[config.mk]
export PLATFORM = sky130hd
export DESIGN_NAME = uncached_ldst_unit
export DESIGN_NICKNAME = d
export VERILOG_FILES = /design/src/rtl/uli_pkg.sv /design/src/rtl/uli_ctrl.sv /design/src/rtl/uli_datapath.sv /design/src/rtl/uncached_ldst_unit.sv
export SDC_FILE = /design/constraint.sdc
export NUM_CORES = 1
export LEC_CHECK = 0
export BUFFER_PORTS_ARGS = -buffer_cell sky130_fd_sc_hd__buf_2
export CAP_MARGIN = 0
export CORE_MARGIN = 2
export CORE_UTILIZATION = 40
export DETAILED_ROUTE_END_ITERATION = 10
export HOLD_SLACK_MARGIN = 0.06
export SYNTH_ARGS = -nofsm -noshare
export SYNTH_HDL_FRONTEND = slang
export SYNTH_HIERARCHICAL = 1
export SYNTH_SLANG_ARGS = --single-unit
[constraint.sdc]
create_clock -name clk -period 14.6 [get_ports clk]
set_clock_uncertainty 0.2 [all_clocks]
set_input_delay 3.65 -clock clk [delete_from_list [all_inputs] [get_ports clk]]
set_output_delay 3.65 -clock clk [all_outputs]
set_load 0.02 [all_outputs]
[src/rtl/uli_pkg.sv]
package uli_pkg;
  typedef enum logic [1:0] {
    SZ_BYTE = 2'd0,
    SZ_HALF = 2'd1,
    SZ_WORD = 2'd2,
    SZ_DWORD = 2'd3
  } acc_size_t;

  typedef struct packed {
    logic capture;   // accept an aligned operation into the request registers
    logic loadDone;  // bus handshake of a load: latch result and strobe
  } uli_strobe_t;
endpackage

[src/rtl/uli_ctrl.sv]
module uli_ctrl
  import uli_pkg::*;
(
  input  logic        clk,
  input  logic        rstN,
  input  logic        opValid,
  input  logic        misaligned,
  input  logic        storeQ,
  input  logic        busReady,
  output logic        opReady,
  output logic        busValid,
  output logic        alignFault,
  output uli_strobe_t strobe
);
  typedef enum logic {ST_IDLE, ST_BUS} state_t;
  state_t state;

  logic accept;
  logic complete;

  assign opReady  = (state == ST_IDLE);
  assign busValid = (state == ST_BUS);
  assign accept   = opValid && opReady;
  assign complete = busValid && busReady;

  always_comb begin
    strobe = '0;
    strobe.capture  = accept && !misaligned;
    strobe.loadDone = complete && !storeQ;
  end

  always_ff @(posedge clk) begin
    if (!rstN) begin
      state      <= ST_IDLE;
      alignFault <= 1'b0;
    end else begin
      alignFault <= accept && misaligned;
      case (state)
        ST_IDLE: if (accept && !misaligned) state <= ST_BUS;
        ST_BUS:  if (busReady) state <= ST_IDLE;
        default: state <= ST_IDLE;
      endcase
    end
  end

  // a rejected operation never leaves a request on the bus
  assert_fault_no_bus_R7: assert property (@(posedge clk) disable iff (!rstN)
    alignFault |-> !busValid);

  // a completed handshake always returns the unit to idle
  assert_single_txn_R9: assert property (@(posedge clk) disable iff (!rstN)
    complete |=> opReady && !busValid);
endmodule

[src/rtl/uli_datapath.sv]
module uli_datapath
  import uli_pkg::*;
#(
  parameter int DATA_W = 64,
  parameter int REG_IDX_W = 5
) (
  input  logic                 clk,
  input  logic                 rstN,
  input  uli_strobe_t          strobe,
  input  logic [1:0]           opSize,
  input  logic                 opIsStore,
  input  logic [REG_IDX_W-1:0] raNum,
  input  logic [DATA_W-1:0]    raVal,
  input  logic [DATA_W-1:0]    rbVal,
  input  logic [DATA_W-1:0]    rsVal,
  input  logic [REG_IDX_W-1:0] rtNum,
  input  logic [DATA_W-1:0]    busRdata,
  output logic                 misaligned,
  output logic                 storeQ,
  output logic [DATA_W-1:0]    addrQ,
  output logic [1:0]           sizeQ,
  output logic [DATA_W/8-1:0]  beQ,
  output logic [DATA_W-1:0]    wdataQ,
  output logic                 wbValid,
  output logic [REG_IDX_W-1:0] wbRt,
  output logic [DATA_W-1:0]    wbData
);
  localparam int LANE_BYTES = DATA_W / 8;
  localparam int OFF_W = $clog2(LANE_BYTES);
  localparam int BSH_W = OFF_W + 1;
  localparam logic [BSH_W-1:0] LANE_CNT = BSH_W'(LANE_BYTES);

  logic [DATA_W-1:0]    base;
  logic [DATA_W-1:0]    ea;
  logic [OFF_W-1:0]     offNew;
  logic [BSH_W-1:0]     nBytesNew;
  logic [BSH_W-1:0]     nBytesQ;
  logic [BSH_W-1:0]     shiftNew;
  logic [BSH_W-1:0]     shiftQ;
  logic [DATA_W-1:0]    lowMaskNew;
  logic [DATA_W-1:0]    lowMaskQ;
  logic [LANE_BYTES-1:0] beLowNew;
  logic [REG_IDX_W-1:0] rtQ;

  function automatic logic [DATA_W-1:0] byteMask(input logic [1:0] sz);
    logic [DATA_W-1:0] m;
    m = '0;
    for (int i = 0; i < LANE_BYTES; i++)
      if (i < (1 << sz)) m[i*8 +: 8] = 8'hFF;
    return m;
  endfunction

  function automatic logic [LANE_BYTES-1:0] enableMask(input logic [1:0] sz);
    logic [LANE_BYTES-1:0] m;
    m = '0;
    for (int i = 0; i < LANE_BYTES; i++)
      if (i < (1 << sz)) m[i] = 1'b1;
    return m;
  endfunction

  // zero base for register number zero, wrapping sum
  assign base       = (raNum == '0) ? '0 : raVal;
  assign ea         = base + rbVal;
  assign offNew     = ea[OFF_W-1:0];
  assign nBytesNew  = BSH_W'(1) << opSize;
  assign lowMaskNew = byteMask(opSize);
  assign beLowNew   = enableMask(opSize);
  assign misaligned = |(BSH_W'(offNew) & (nBytesNew - BSH_W'(1)));
  // byte distance from the access's last byte to lane bit 0 (big-endian)
  assign shiftNew   = LANE_CNT - BSH_W'(offNew) - nBytesNew;

  always_ff @(posedge clk) begin
    if (!rstN) begin
      addrQ    <= '0;
      sizeQ    <= '0;
      storeQ   <= 1'b0;
      beQ      <= '0;
      wdataQ   <= '0;
      rtQ      <= '0;
      shiftQ   <= '0;
      nBytesQ  <= '0;
      lowMaskQ <= '0;
    end else if (strobe.capture) begin
      addrQ    <= ea;
      sizeQ    <= opSize;
      storeQ   <= opIsStore;
      beQ      <= beLowNew << shiftNew;
      wdataQ   <= opIsStore ? ((rsVal & lowMaskNew) << {shiftNew, 3'b000}) : '0;
      rtQ      <= rtNum;
      shiftQ   <= shiftNew;
      nBytesQ  <= nBytesNew;
      lowMaskQ <= lowMaskNew;
    end
  end

  always_ff @(posedge clk) begin
    if (!rstN) begin
      wbValid <= 1'b0;
      wbRt    <= '0;
      wbData  <= '0;
    end else begin
      wbValid <= strobe.loadDone;
      if (strobe.loadDone) begin
        wbRt   <= rtQ;
        wbData <= (busRdata >> {shiftQ, 3'b000}) & lowMaskQ;
      end
    end
  end

  // writeback strobe lasts exactly one cycle
  assert_wb_pulse_R10: assert property (@(posedge clk) disable iff (!rstN)
    wbValid |=> !wbValid);

  // captured lane count matches the captured size code
  assert_lane_count_R3: assert property (@(posedge clk) disable iff (!rstN)
    $countones(beQ) == int'(nBytesQ) || nBytesQ == '0);
endmodule

[src/rtl/uncached_ldst_unit.sv]
module uncached_ldst_unit
  import uli_pkg::*;
(
  input  logic        clk,
  input  logic        rstN,
  input  logic        opValid,
  output logic        opReady,
  input  logic [1:0]  opSize,
  input  logic        opIsStore,
  input  logic [4:0]  raNum,
  input  logic [63:0] raVal,
  input  logic [63:0] rbVal,
  input  logic [63:0] rsVal,
  input  logic [4:0]  rtNum,
  output logic        busValid,
  input  logic        busReady,
  output logic [63:0] busAddr,
  output logic [1:0]  busSize,
  output logic [7:0]  busByteEn,
  output logic        busWrite,
  output logic [63:0] busWdata,
  input  logic [63:0] busRdata,
  output logic        wbValid,
  output logic [4:0]  wbRt,
  output logic [63:0] wbData,
  output logic        alignFault
);
  uli_strobe_t strobe;
  logic misaligned;
  logic storeQ;

  uli_ctrl uCtrl (
    .clk(clk), .rstN(rstN), .opValid(opValid), .misaligned(misaligned),
    .storeQ(storeQ), .busReady(busReady), .opReady(opReady),
    .busValid(busValid), .alignFault(alignFault), .strobe(strobe)
  );

  uli_datapath #(.DATA_W(64), .REG_IDX_W(5)) uData (
    .clk(clk), .rstN(rstN), .strobe(strobe), .opSize(opSize),
    .opIsStore(opIsStore), .raNum(raNum), .raVal(raVal), .rbVal(rbVal),
    .rsVal(rsVal), .rtNum(rtNum), .busRdata(busRdata),
    .misaligned(misaligned), .storeQ(storeQ), .addrQ(busAddr),
    .sizeQ(busSize), .beQ(busByteEn), .wdataQ(busWdata),
    .wbValid(wbValid), .wbRt(wbRt), .wbData(wbData)
  );

  assign busWrite = storeQ;

  // request fields hold while waiting for the acknowledge
  assert_req_hold_R8: assert property (@(posedge clk) disable iff (!rstN)
    busValid && !busReady |=> busValid && $stable(busAddr) && $stable(busSize)
      && $stable(busByteEn) && $stable(busWrite) && $stable(busWdata));

  // enabled byte count equals the request size
  assert_be_size_R3: assert property (@(posedge clk) disable iff (!rstN)
    busValid |-> $countones(busByteEn) == (1 << busSize));

  // only aligned addresses ever reach the bus
  assert_aligned_R7: assert property (@(posedge clk) disable iff (!rstN)
    busValid |-> (busAddr[2:0] & ((3'd1 << busSize) - 3'd1)) == 3'd0);

  // a store handshake produces no writeback
  assert_store_no_wb_R10: assert property (@(posedge clk) disable iff (!rstN)
    busValid && busReady && busWrite |=> !wbValid);
endmodule

==> results of run 1 <==
[final cells by class]
cell class,instances,area (sq um),area share
inverters,62,234,0.0119
repair buffers,499,2540,0.130
flip-flops and latches,226,4530,0.231
well taps,525,657,0.0335
clock inverters,8,180,0.00919
clock buffers,41,820,0.0418
multi-input cells,1554,10600,0.542
diodes,6,15.0,0.000766
[synth_stat cells, types with 11 or more instances]
cell	count
nor2b_1	265
dfxtp_1	226
a21oi_1	207
nor2_1	153
clkbuf_1	124
nand2_1	108
mux2i_1	103
ha_1	70
o21ai_0	63
inv_1	61
o22ai_1	57
a22oi_1	48
and2_1	48
mux2_2	48
a211oi_1	35
nand3_1	35
a21o_1	32
xnor2_1	29
nand4_1	22
buf_1	18
xor2_1	18
a31oi_1	14
nor3_1	13
buf_2	12
nand2b_1	12
o21bai_1	12
and3_1	11
[registers in the layout, summed over array words and instances, names as in the netlist]
signal            cells
uData/beQ             8
uData/wbValid         1
uData/sizeQ           2
uCtrl/alignFault      1
uData/rtQ             5
uData/storeQ          1
uData/wbData         64
uData/addrQ          64
uCtrl/busValid        1
uData/wdataQ         64
uData/shiftQ          4
uData/wbRt            5
uData/lowMaskQ        6
[kinds of logic after synthesis]
| group | count (synthesis) |
|---|---|
| xor+xnor | 47 |
| simple gates | 699 |
| buf+inv | 219 |
| mux | 158 |
| flops | 226 |
| fa+ha+maj | 72 |
| compound gates | 578 |
[report_power, final]
group | switching (uW) | leakage (uW) | internal (uW) | total (uW)
registers | 18.9 | 0.00183 | 646 | 665
logic | 428 | 0.00621 | 255 | 683
clock network | 288 | 0.000488 | 474 | 762
[path summary, 6_finish.rpt]
kind | from | to | slack (ns) | cells past startpoint
hold / removal | uData/beQ[6] | uData/beQ[6] | 0.27 | 2
hold reg to reg | uData/beQ[6] | uData/beQ[6] | 0.27 | 2
setup reg to reg | uCtrl/busValid | uData/wdataQ[33] | 10.74 | 6
setup / recovery | raNum[0] | uData/wdataQ[33] | 5.37 | 15
[through the flow]
step,hold slack (ns),total power (uW),setup slack (ns),std cells,area [sq um]
after floorplan,0.248,1140,6.29,1999,16000
after global placement,0.258,1350,4.95,2866,18600
after detailed placement,0.262,1350,4.73,2866,18600
after CTS,0.274,2120,5.32,2915,19600
after global routing,0.308,2210,4.87,2918,19600
final,0.271,2110,5.37,2921,19600
[per-layer routing]
metal	GRT usage	routed length [um]
met1	0.357	25300
met2	0.459	27900
met3	0.0547	4490
met4	0.0756	1640
met5	0	65
[worst max-delay path, stage by stage]
cell and delay, ns:
buf_2 0.09, or4_1 0.58, nor2_4 0.10, buf_4 0.54, nor2b_1 0.11, ha_1 0.26
fa_1 0.42, xnor2_1 0.28, o21ai_0 0.23, nor3b_4 0.85, buf_4 0.79, clkinv_2 0.45
buf_4 0.51, a222oi_1 0.47, nor2b_1 0.08
==> flow_summary.rst, run 1 <==
.. list-table::
   :header-rows: 1

   * - Metric
     - Value
   * - Run status
     - completed
   * - Mux share of post-synthesis cell area
     - 0.108
   * - Latest clock arrival within the worst-skew pair
     - 0.57 ns
   * - Routed vias/inst
     - 5.54
   * - Clock transition time at the flip-flop clock pins of the worst setup and hold paths
     - 0.06 ns
   * - Actual transition at the worst max-transition pin
     - 1.28 ns
   * - CTS buffer count
     - 28
   * - Peak Freq
     - 0.108 GHz
   * - Startpoint types
     - primary input
   * - Setup repair after global routing missed its margin
     - false
   * - Max Transition Viols Final
     - 0
   * - Root buffer cell
     - clkbuf_16
   * - Initial cell density of the core
     - 0.404
   * - Average wire length per cell after detail routing
     - 20.3 um
   * - Post-CTS Hold Buffers
     - 0
   * - Number of failing setup endpoints in the final timing report
     - 0
   * - Most common flop cell mapped by yosys
     - dfxtp_1
   * - Fill count
     - 3,981
   * - Worst EP arrival
     - 9.47 ns
   * - Overflow left after global routing
     - 0
   * - Post-synthesis compound-gate area fraction
     - 0.236
   * - Cell types occupying the most area after synthesis
     - dfxtp_1 28%, nor2b_1 10%, a21oi_1 6.5%
   * - Netlist area before placement
     - 16,000 sq um
   * - Share of layout cells above drive strength 1
     - 0.264
   * - Wire length of the first global-routing pass
     - 89,900 um
   * - TritonCTS clock tree
     - built
   * - DRC violation total after the first TritonRoute iteration
     - 1,299
   * - Async S/R FF share, synth
     - 0
   * - Largest net degree at the start of global routing
     - 130
   * - Layout Nets
     - 2,716
   * - Most frequent standard cell in the layout excluding fill and tap cells
     - buf_2
   * - Pwr Density
     - 108 nW/um^2
   * - Fraction of synthesized cell area in xor and xnor cells
     - 0.0258
   * - # DRC
     - 0
   * - Post-synthesis cell type count
     - 84
   * - ANT nets after route
     - 0
   * - Class of the tightest hold or removal check
     - flip-flop to flip-flop
   * - Area inside the core boundary
     - 39,500 sq um
   * - Gr usage total
     - 0.274
   * - Max FO, Critical Path
     - 80
   * - Synthesized net count
     - 2,344
   * - Quantity of gates resized following cts
     - 0
   * - Tightest slew margin relative to the limit
     - 0.146
   * - Synthesized-area fraction occupied by adder cells
     - 0.0573
   * - Mean post-synth cell area
     - 7.99 sq um
   * - Top Ports
     - 485
   * - Horizontal extent of the die
     - 204 um
   * - Die area
     - 41,500 sq um
   * - Number of levels in the clock H-tree
     - 1
   * - Critical path type
     - primary input to flip-flop
   * - Buffer levels on the longest clock path
     - 3
   * - FP Rows
     - 73
   * - Sink Count
     - 226
   * - Leakage dissipation
     - 0.00853 uW
   * - Commonest cells after routing, fill and taps aside
     - 483 x buf_2, 265 x nor2b_1, 223 x dfxtp_1
   * - Synthesized flop and latch total
     - 226
   * - Buffers inserted by post-CTS timing repair
     - 0
   * - Shortest clock period the worst path allows after layout
     - 9.23 ns
   * - Total number of vias
     - 16,200
   * - Portion of the clock cycle consumed by the worst path in the final layout
     - 0.632
   * - Die outline height
     - 204 um
   * - PortBufs
     - 484
   * - Synthesized-area fraction occupied by and/or/nand/nor cells
     - 0.236
   * - Cells after Synth
     - 1,999
   * - Worst setup EP type
     - flip-flop
   * - Fraction of synthesized cell area taken by the top area cell type
     - 0.283
   * - DRT Pass-1 Iters
     - 7
   * - Final Util
     - 0.496
   * - Fin. Hold Viols
     - 0
   * - GP Congestion
     - 0.958
   * - EDFF count, synth
     - 0
   * - Biggest area consumer among synthesized cells
     - dfxtp_1
   * - Setup TNS
     - 0 ns
   * - Register area share after synthesis
     - 0.283
   * - Dominant combinational cell family by area after synthesis
     - simple AND/OR/NAND/NOR gates
   * - Required time worst endpoint
     - 14.84 ns
   * - Number of global-route vias before repair
     - 15,700
   * - Initial antenna violation count
     - 9
   * - Reported max-cap violation count
     - 0
   * - Number of warning messages in the yosys log
     - 6
   * - Half-perimeter wire length after detailed placement
     - 44,900 um
   * - Worst VDD drop
     - 0.0847 mV
   * - Layout area overhead
     - 22.7%
   * - Detailed Route WL
     - 59,300 um
(Power assumes the default switching activity.)
==> run 2, diff against run 1 <==
--- a/config.mk
+++ b/config.mk
@@ -11,6 +11,7 @@
 export CORE_UTILIZATION = 40
 export DETAILED_ROUTE_END_ITERATION = 10
 export HOLD_SLACK_MARGIN = 0.06
+export PLACE_DENSITY = 0.67
 export SYNTH_ARGS = -nofsm -noshare
 export SYNTH_HDL_FRONTEND = slang
 export SYNTH_HIERARCHICAL = 1
==> constraint.sdc (replaced) <==
create_clock -name clk -period 8 [get_ports clk]
set_clock_uncertainty 0.2 [all_clocks]
set_input_delay 2 -clock clk [delete_from_list [all_inputs] [get_ports clk]]
set_output_delay 2 -clock clk [all_outputs]
set_load 0.02 [all_outputs]
==> flow_summary.rst, run 2 (synthesized netlist as in run 1, its figures left out) <==
.. list-table::
   :header-rows: 1

   * - Metric
     - Value
   * - Half-perimeter wire length after detailed placement
     - 47,900 um
   * - Most frequent standard cell in the layout excluding fill and tap cells
     - buf_2
   * - CTS buffer count
     - 28
   * - Share of layout cells above drive strength 1
     - 0.267
   * - # DRC
     - 0
   * - Run status
     - completed
   * - Quantity of gates resized following cts
     - 0
   * - TritonCTS clock tree
     - built
   * - Internal power
     - 2360 uW
   * - Overflow left after global routing
     - 0
   * - Class of the tightest hold or removal check
     - flip-flop to flip-flop
   * - Clock transition time at the flip-flop clock pins of the worst setup and hold paths
     - 0.07 ns
   * - Worst VDD drop
     - 0.0991 mV
   * - Sw power
     - 1370 uW
   * - Layout Nets
     - 2,719
   * - Portion of total power attributed to the clock network
     - 0.333
   * - Sink Count
     - 226
   * - Initial cell density of the core
     - 0.404
   * - Layout area overhead
     - 22.1%
   * - Initial antenna violation count
     - 7
   * - Reported max-cap violation count
     - 0
   * - Gr usage total
     - 0.286
   * - Number of levels in the clock H-tree
     - 1
   * - Commonest cells after routing, fill and taps aside
     - 483 x buf_2, 265 x nor2b_1, 223 x dfxtp_1
   * - Average wire length per cell after detail routing
     - 21.4 um
   * - Post-CTS Hold Buffers
     - 0
   * - GP Congestion
     - 0.995
   * - ANT nets after route
     - 0
   * - Peak Freq
     - 0.149 GHz
   * - PortBufs
     - 484
   * - Latest clock arrival within the worst-skew pair
     - 0.57 ns
   * - Number of global-route vias before repair
     - 15,800
   * - Wire length of the first global-routing pass
     - 92,800 um
   * - Horizontal extent of the die
     - 204 um
   * - Die area
     - 41,500 sq um
   * - Sw frac
     - 0.367
   * - Shortest clock period the worst path allows after layout
     - 6.70 ns
   * - Actual transition at the worst max-transition pin
     - 1.02 ns
   * - Portion of the clock cycle consumed by the worst path in the final layout
     - 0.837
   * - Worst setup EP type
     - flip-flop
   * - Area inside the core boundary
     - 39,500 sq um
   * - Leakage dissipation
     - 0.00848 uW
   * - Tightest slew margin relative to the limit
     - 0.320
   * - Buffers inserted by post-CTS timing repair
     - 0
   * - Max Transition Viols Final
     - 0
   * - DRC violation total after the first TritonRoute iteration
     - 1,455
   * - Comb pwr share
     - 0.341
   * - Detailed Route WL
     - 62,500 um
   * - Setup TNS
     - 0 ns
   * - Die outline height
     - 204 um
   * - Number of failing setup endpoints in the final timing report
     - 0
   * - Top Ports
     - 485
   * - Setup repair after global routing missed its margin
     - false
   * - Fin. Hold Viols
     - 0
   * - Number of standard cells in the layout, taps in and fillers out
     - 2,923
   * - Worst EP arrival
     - 7.00 ns
   * - Root buffer cell
     - clkbuf_16
   * - Largest net degree at the start of global routing
     - 109
   * - Buffer levels on the longest clock path
     - 3
   * - Total number of vias
     - 16,600
   * - DRT Pass-1 Iters
     - 5
   * - Startpoint types
     - primary input
   * - Required time worst endpoint
     - 8.30 ns
   * - Critical path type
     - primary input to flip-flop
   * - FP Rows
     - 73
   * - Slack of the worst reg-to-reg path
     - 4.27 ns
   * - Routed vias/inst
     - 5.69
   * - Max FO, Critical Path
     - 27
   * - Pwr Density
     - 191 nW/um^2
   * - Worst hold-check slack
     - 0.271 ns
   * - DP Cell Count
     - 2,869
   * - Biggest regs
     - uData/addrQ (64), uData/wbData (64), uData/wdataQ (64)
   * - Sequential share of power
     - 0.326
[run 2: area by class of cell]
type	count	area [sq um]
antenna	6	15.0
clock buffer	34	763
clock inverter	14	123
fill	3930	20000
inverter	62	234
multi-input combinational	1554	10600
sequential	226	4530
tap	525	657
timing repair buffer	502	2560
[run 2: power groups by stage]
stage          Combinational, uW  Clock [uW]  Sequential, uW
2_1_floorplan                804           0            1280
6_report                    1270        1240            1210
5_1_grt                     1370        1320            1220
4_1_cts                     1250        1270            1210
3_3_place_gp                1240           0            1240
3_5_place_dp                1240           0            1240
[run 2: path summary, 6_finish.rpt]
kind	start	endpoint	cells past startpoint
hold reg to reg	uData/addrQ[49]	uData/addrQ[49]	2
setup / recovery	raNum[0]	uData/wdataQ[6]	17
setup reg to reg	uCtrl/busValid	uData/wbData[54]	9
hold / removal	uData/addrQ[49]	uData/addrQ[49]	2
[run 2: layer usage]
| metal | global-route usage | wire length [um] |
|---|---|---|
| met2 | 0.488 | 29600 |
| met1 | 0.368 | 25800 |
| met4 | 0.0907 | 1900 |
| met5 | 0 | 37 |
| met3 | 0.0450 | 5120 |
[run 2: worst max-delay path: stages]
cell     delay [ns]
buf_2          0.09
or4_1          0.58
nor2_4         0.18
buf_4          0.34
nor2b_1        0.09
ha_1           0.34
xnor2_1        0.33
ha_1           0.19
inv_1          0.05
fa_1           0.43
xnor2_1        0.15
xnor2_1        0.22
and2_1         0.35
nand3_1        0.63
nor2_1         0.70
a22oi_1        0.16
nor2b_1        0.14
[run 2: stage by stage]
stage               setup slack [ns]  power [uW]  area, sq um  utilization
floorplan                       1.34        2090        16000            -
detailed placement             0.786        2480        18600        0.470
global placement               0.946        2470        18600        0.470
global route                   0.878        3910        19500        0.493
finish                          1.30        3720        19500        0.493
CTS                             1.40        3740        19500        0.493
==> run 3, diff against run 2 <==
==> constraint.sdc (replaced) <==
create_clock -name clk -period 5.95 [get_ports clk]
set_clock_uncertainty 0.2 [all_clocks]
set_input_delay 1.4875 -clock clk [delete_from_list [all_inputs] [get_ports clk]]
set_output_delay 1.4875 -clock clk [all_outputs]
set_load 0.02 [all_outputs]
==> flow_summary.rst, run 3 (synthesized netlist as in run 1, its figures left out) <==
.. list-table::
   :header-rows: 1

   * - Metric
     - Value
   * - PortBufs
     - 484
   * - Required time worst endpoint
     - 6.24 ns
   * - Post-place setup slack
     - 0.0733 ns
   * - Class of the tightest hold or removal check
     - flip-flop to flip-flop
   * - Most frequent standard cell in the layout excluding fill and tap cells
     - buf_2
   * - Sw frac
     - 0.353
   * - Number of failing setup endpoints in the final timing report
     - 0
   * - Internal power
     - 3400 uW
   * - Root buffer cell
     - clkbuf_16
   * - Clock transition time at the flip-flop clock pins of the worst setup and hold paths
     - 0.06 ns
   * - Layout Nets
     - 2,772
   * - Portion of the clock cycle consumed by the worst path in the final layout
     - 0.895
   * - Overflow left after global routing
     - 0
   * - Tightest slew margin relative to the limit
     - 0.329
   * - Area after DPL
     - 19,000 sq um
   * - Worst hold path stage count
     - 2
   * - Number of cells traversed by the worst register-to-register path
     - 8
   * - Commonest cells after routing, fill and taps aside
     - 483 x buf_2, 265 x nor2b_1, 223 x dfxtp_1
   * - Setup repair after global routing missed its margin
     - false
   * - Die area
     - 41,500 sq um
   * - Detailed Route WL
     - 62,300 um
   * - Top Ports
     - 485
   * - Average wire length per cell after detail routing
     - 20.9 um
   * - CTS buffer count
     - 28
   * - Latest clock arrival within the worst-skew pair
     - 0.55 ns
   * - Worst VDD drop
     - 0.227 mV
   * - Wire length of the first global-routing pass
     - 92,900 um
   * - Worst hold-check slack
     - 0.278 ns
   * - Area inside the core boundary
     - 39,500 sq um
   * - Share of layout cells above drive strength 1
     - 0.283
   * - Layout area overhead
     - 25.6%
   * - Setup ws final
     - 0.626 ns
   * - Comb pwr share
     - 0.334
   * - Setup TNS
     - 0 ns
   * - Initial cell density of the core
     - 0.404
   * - Total number of vias
     - 16,800
   * - Max Transition Viols Final
     - 0
   * - Shortest clock period the worst path allows after layout
     - 5.32 ns
   * - Sink Count
     - 226
   * - Buffer levels on the longest clock path
     - 3
   * - Max FO, Critical Path
     - 8
   * - Sw power
     - 1860 uW
   * - Post-CTS Hold Buffers
     - 0
   * - Die outline height
     - 204 um
   * - Peak Freq
     - 0.188 GHz
   * - Number of levels in the clock H-tree
     - 1
   * - ANT nets after route
     - 0
   * - GP Congestion
     - 0.984
   * - Leakage dissipation
     - 0.00882 uW
   * - TritonCTS clock tree
     - built
   * - Half-perimeter wire length after detailed placement
     - 48,600 um
   * - Routed vias/inst
     - 5.62
   * - DRT Pass-1 Iters
     - 6
   * - # DRC
     - 0
   * - Actual transition at the worst max-transition pin
     - 1.01 ns
   * - FP Rows
     - 73
   * - Final standard cell area without fillers
     - 20,100 sq um
   * - Sequential share of power
     - 0.313
   * - Quantity of gates resized following cts
     - 0
   * - Worst setup EP type
     - flip-flop
   * - Startpoint types
     - primary input
   * - Critical path type
     - primary input to flip-flop
   * - Fin. Hold Viols
     - 0
   * - Run status
     - completed
   * - Biggest regs
     - uData/addrQ (64), uData/wbData (64), uData/wdataQ (64)
   * - Buffers inserted by post-CTS timing repair
     - 0
   * - Worst EP arrival
     - 5.62 ns
   * - DRC violation total after the first TritonRoute iteration
     - 1,233
   * - Gr usage total
     - 0.286
   * - Reported max-cap violation count
     - 0
   * - Portion of total power attributed to the clock network
     - 0.354
   * - Largest net degree at the start of global routing
     - 164
   * - Pwr Density
     - 262 nW/um^2
   * - Number of global-route vias before repair
     - 15,900
   * - Initial antenna violation count
     - 10
   * - Horizontal extent of the die
     - 204 um
## run 3: critical path: stages
cell     delay (ns)
buf_2          0.09
or4_1          0.58
nor2_4         0.18
nor2b_1        0.07
ha_1           0.23
fa_1           0.48
ha_1           0.30
inv_1          0.06
ha_1           0.13
inv_1          0.04
fa_1           0.37
xnor2_1        0.18
xnor2_1        0.17
and2_1         0.17
nand3_1        0.27
nor2_1         0.52
a22oi_1        0.13
nor2b_1        0.14
## run 3: path summary, 6_finish.rpt
path	endpoint	slack, ns	start
max	uData/wdataQ[5]	0.63	raNum[0]
min reg2reg	uData/beQ[6]	0.28	uData/beQ[6]
min	uData/beQ[6]	0.28	uData/beQ[6]
max reg2reg	uData/wbData[55]	2.88	uCtrl/busValid
## run 3: power by group through the flow
stage	logic [uW]	registers [uW]	clock network, uW
after floorplan	1080	1720	0
after global placement	1710	1670	0
after detailed placement	1720	1670	0
after CTS	1730	1640	1900
after global routing	1890	1650	1950
final	1750	1640	1860
## run 3: cell type report
cell class / count / area, sq um
Clock buffer: 35 / 768
Sequential cell: 226 / 4530
Fill cell: 3900 / 19500
Tap cell: 525 / 657
Inverter: 62 / 234
Timing Repair Buffer: 555 / 3000
Clock inverter: 17 / 235
Antenna cell: 5 / 12.5
Multi-Input combinational cell: 1554 / 10600
## run 3: metrics by stage
step,total power [uW],util,instances
final,5250,0.507,2979
after global routing,5490,0.507,2975
after CTS,5260,0.507,2974
after detailed placement,3390,0.481,2922
after global placement,3390,0.481,2922
after floorplan,2810,-,1999
## run 3: layer usage
| layer | routed length (um) | track usage |
|---|---|---|
| met1 | 26400 | 0.370 |
| met3 | 4690 | 0.0489 |
| met2 | 28800 | 0.475 |
| met5 | 86 | 0 |
| met4 | 2330 | 0.108 |
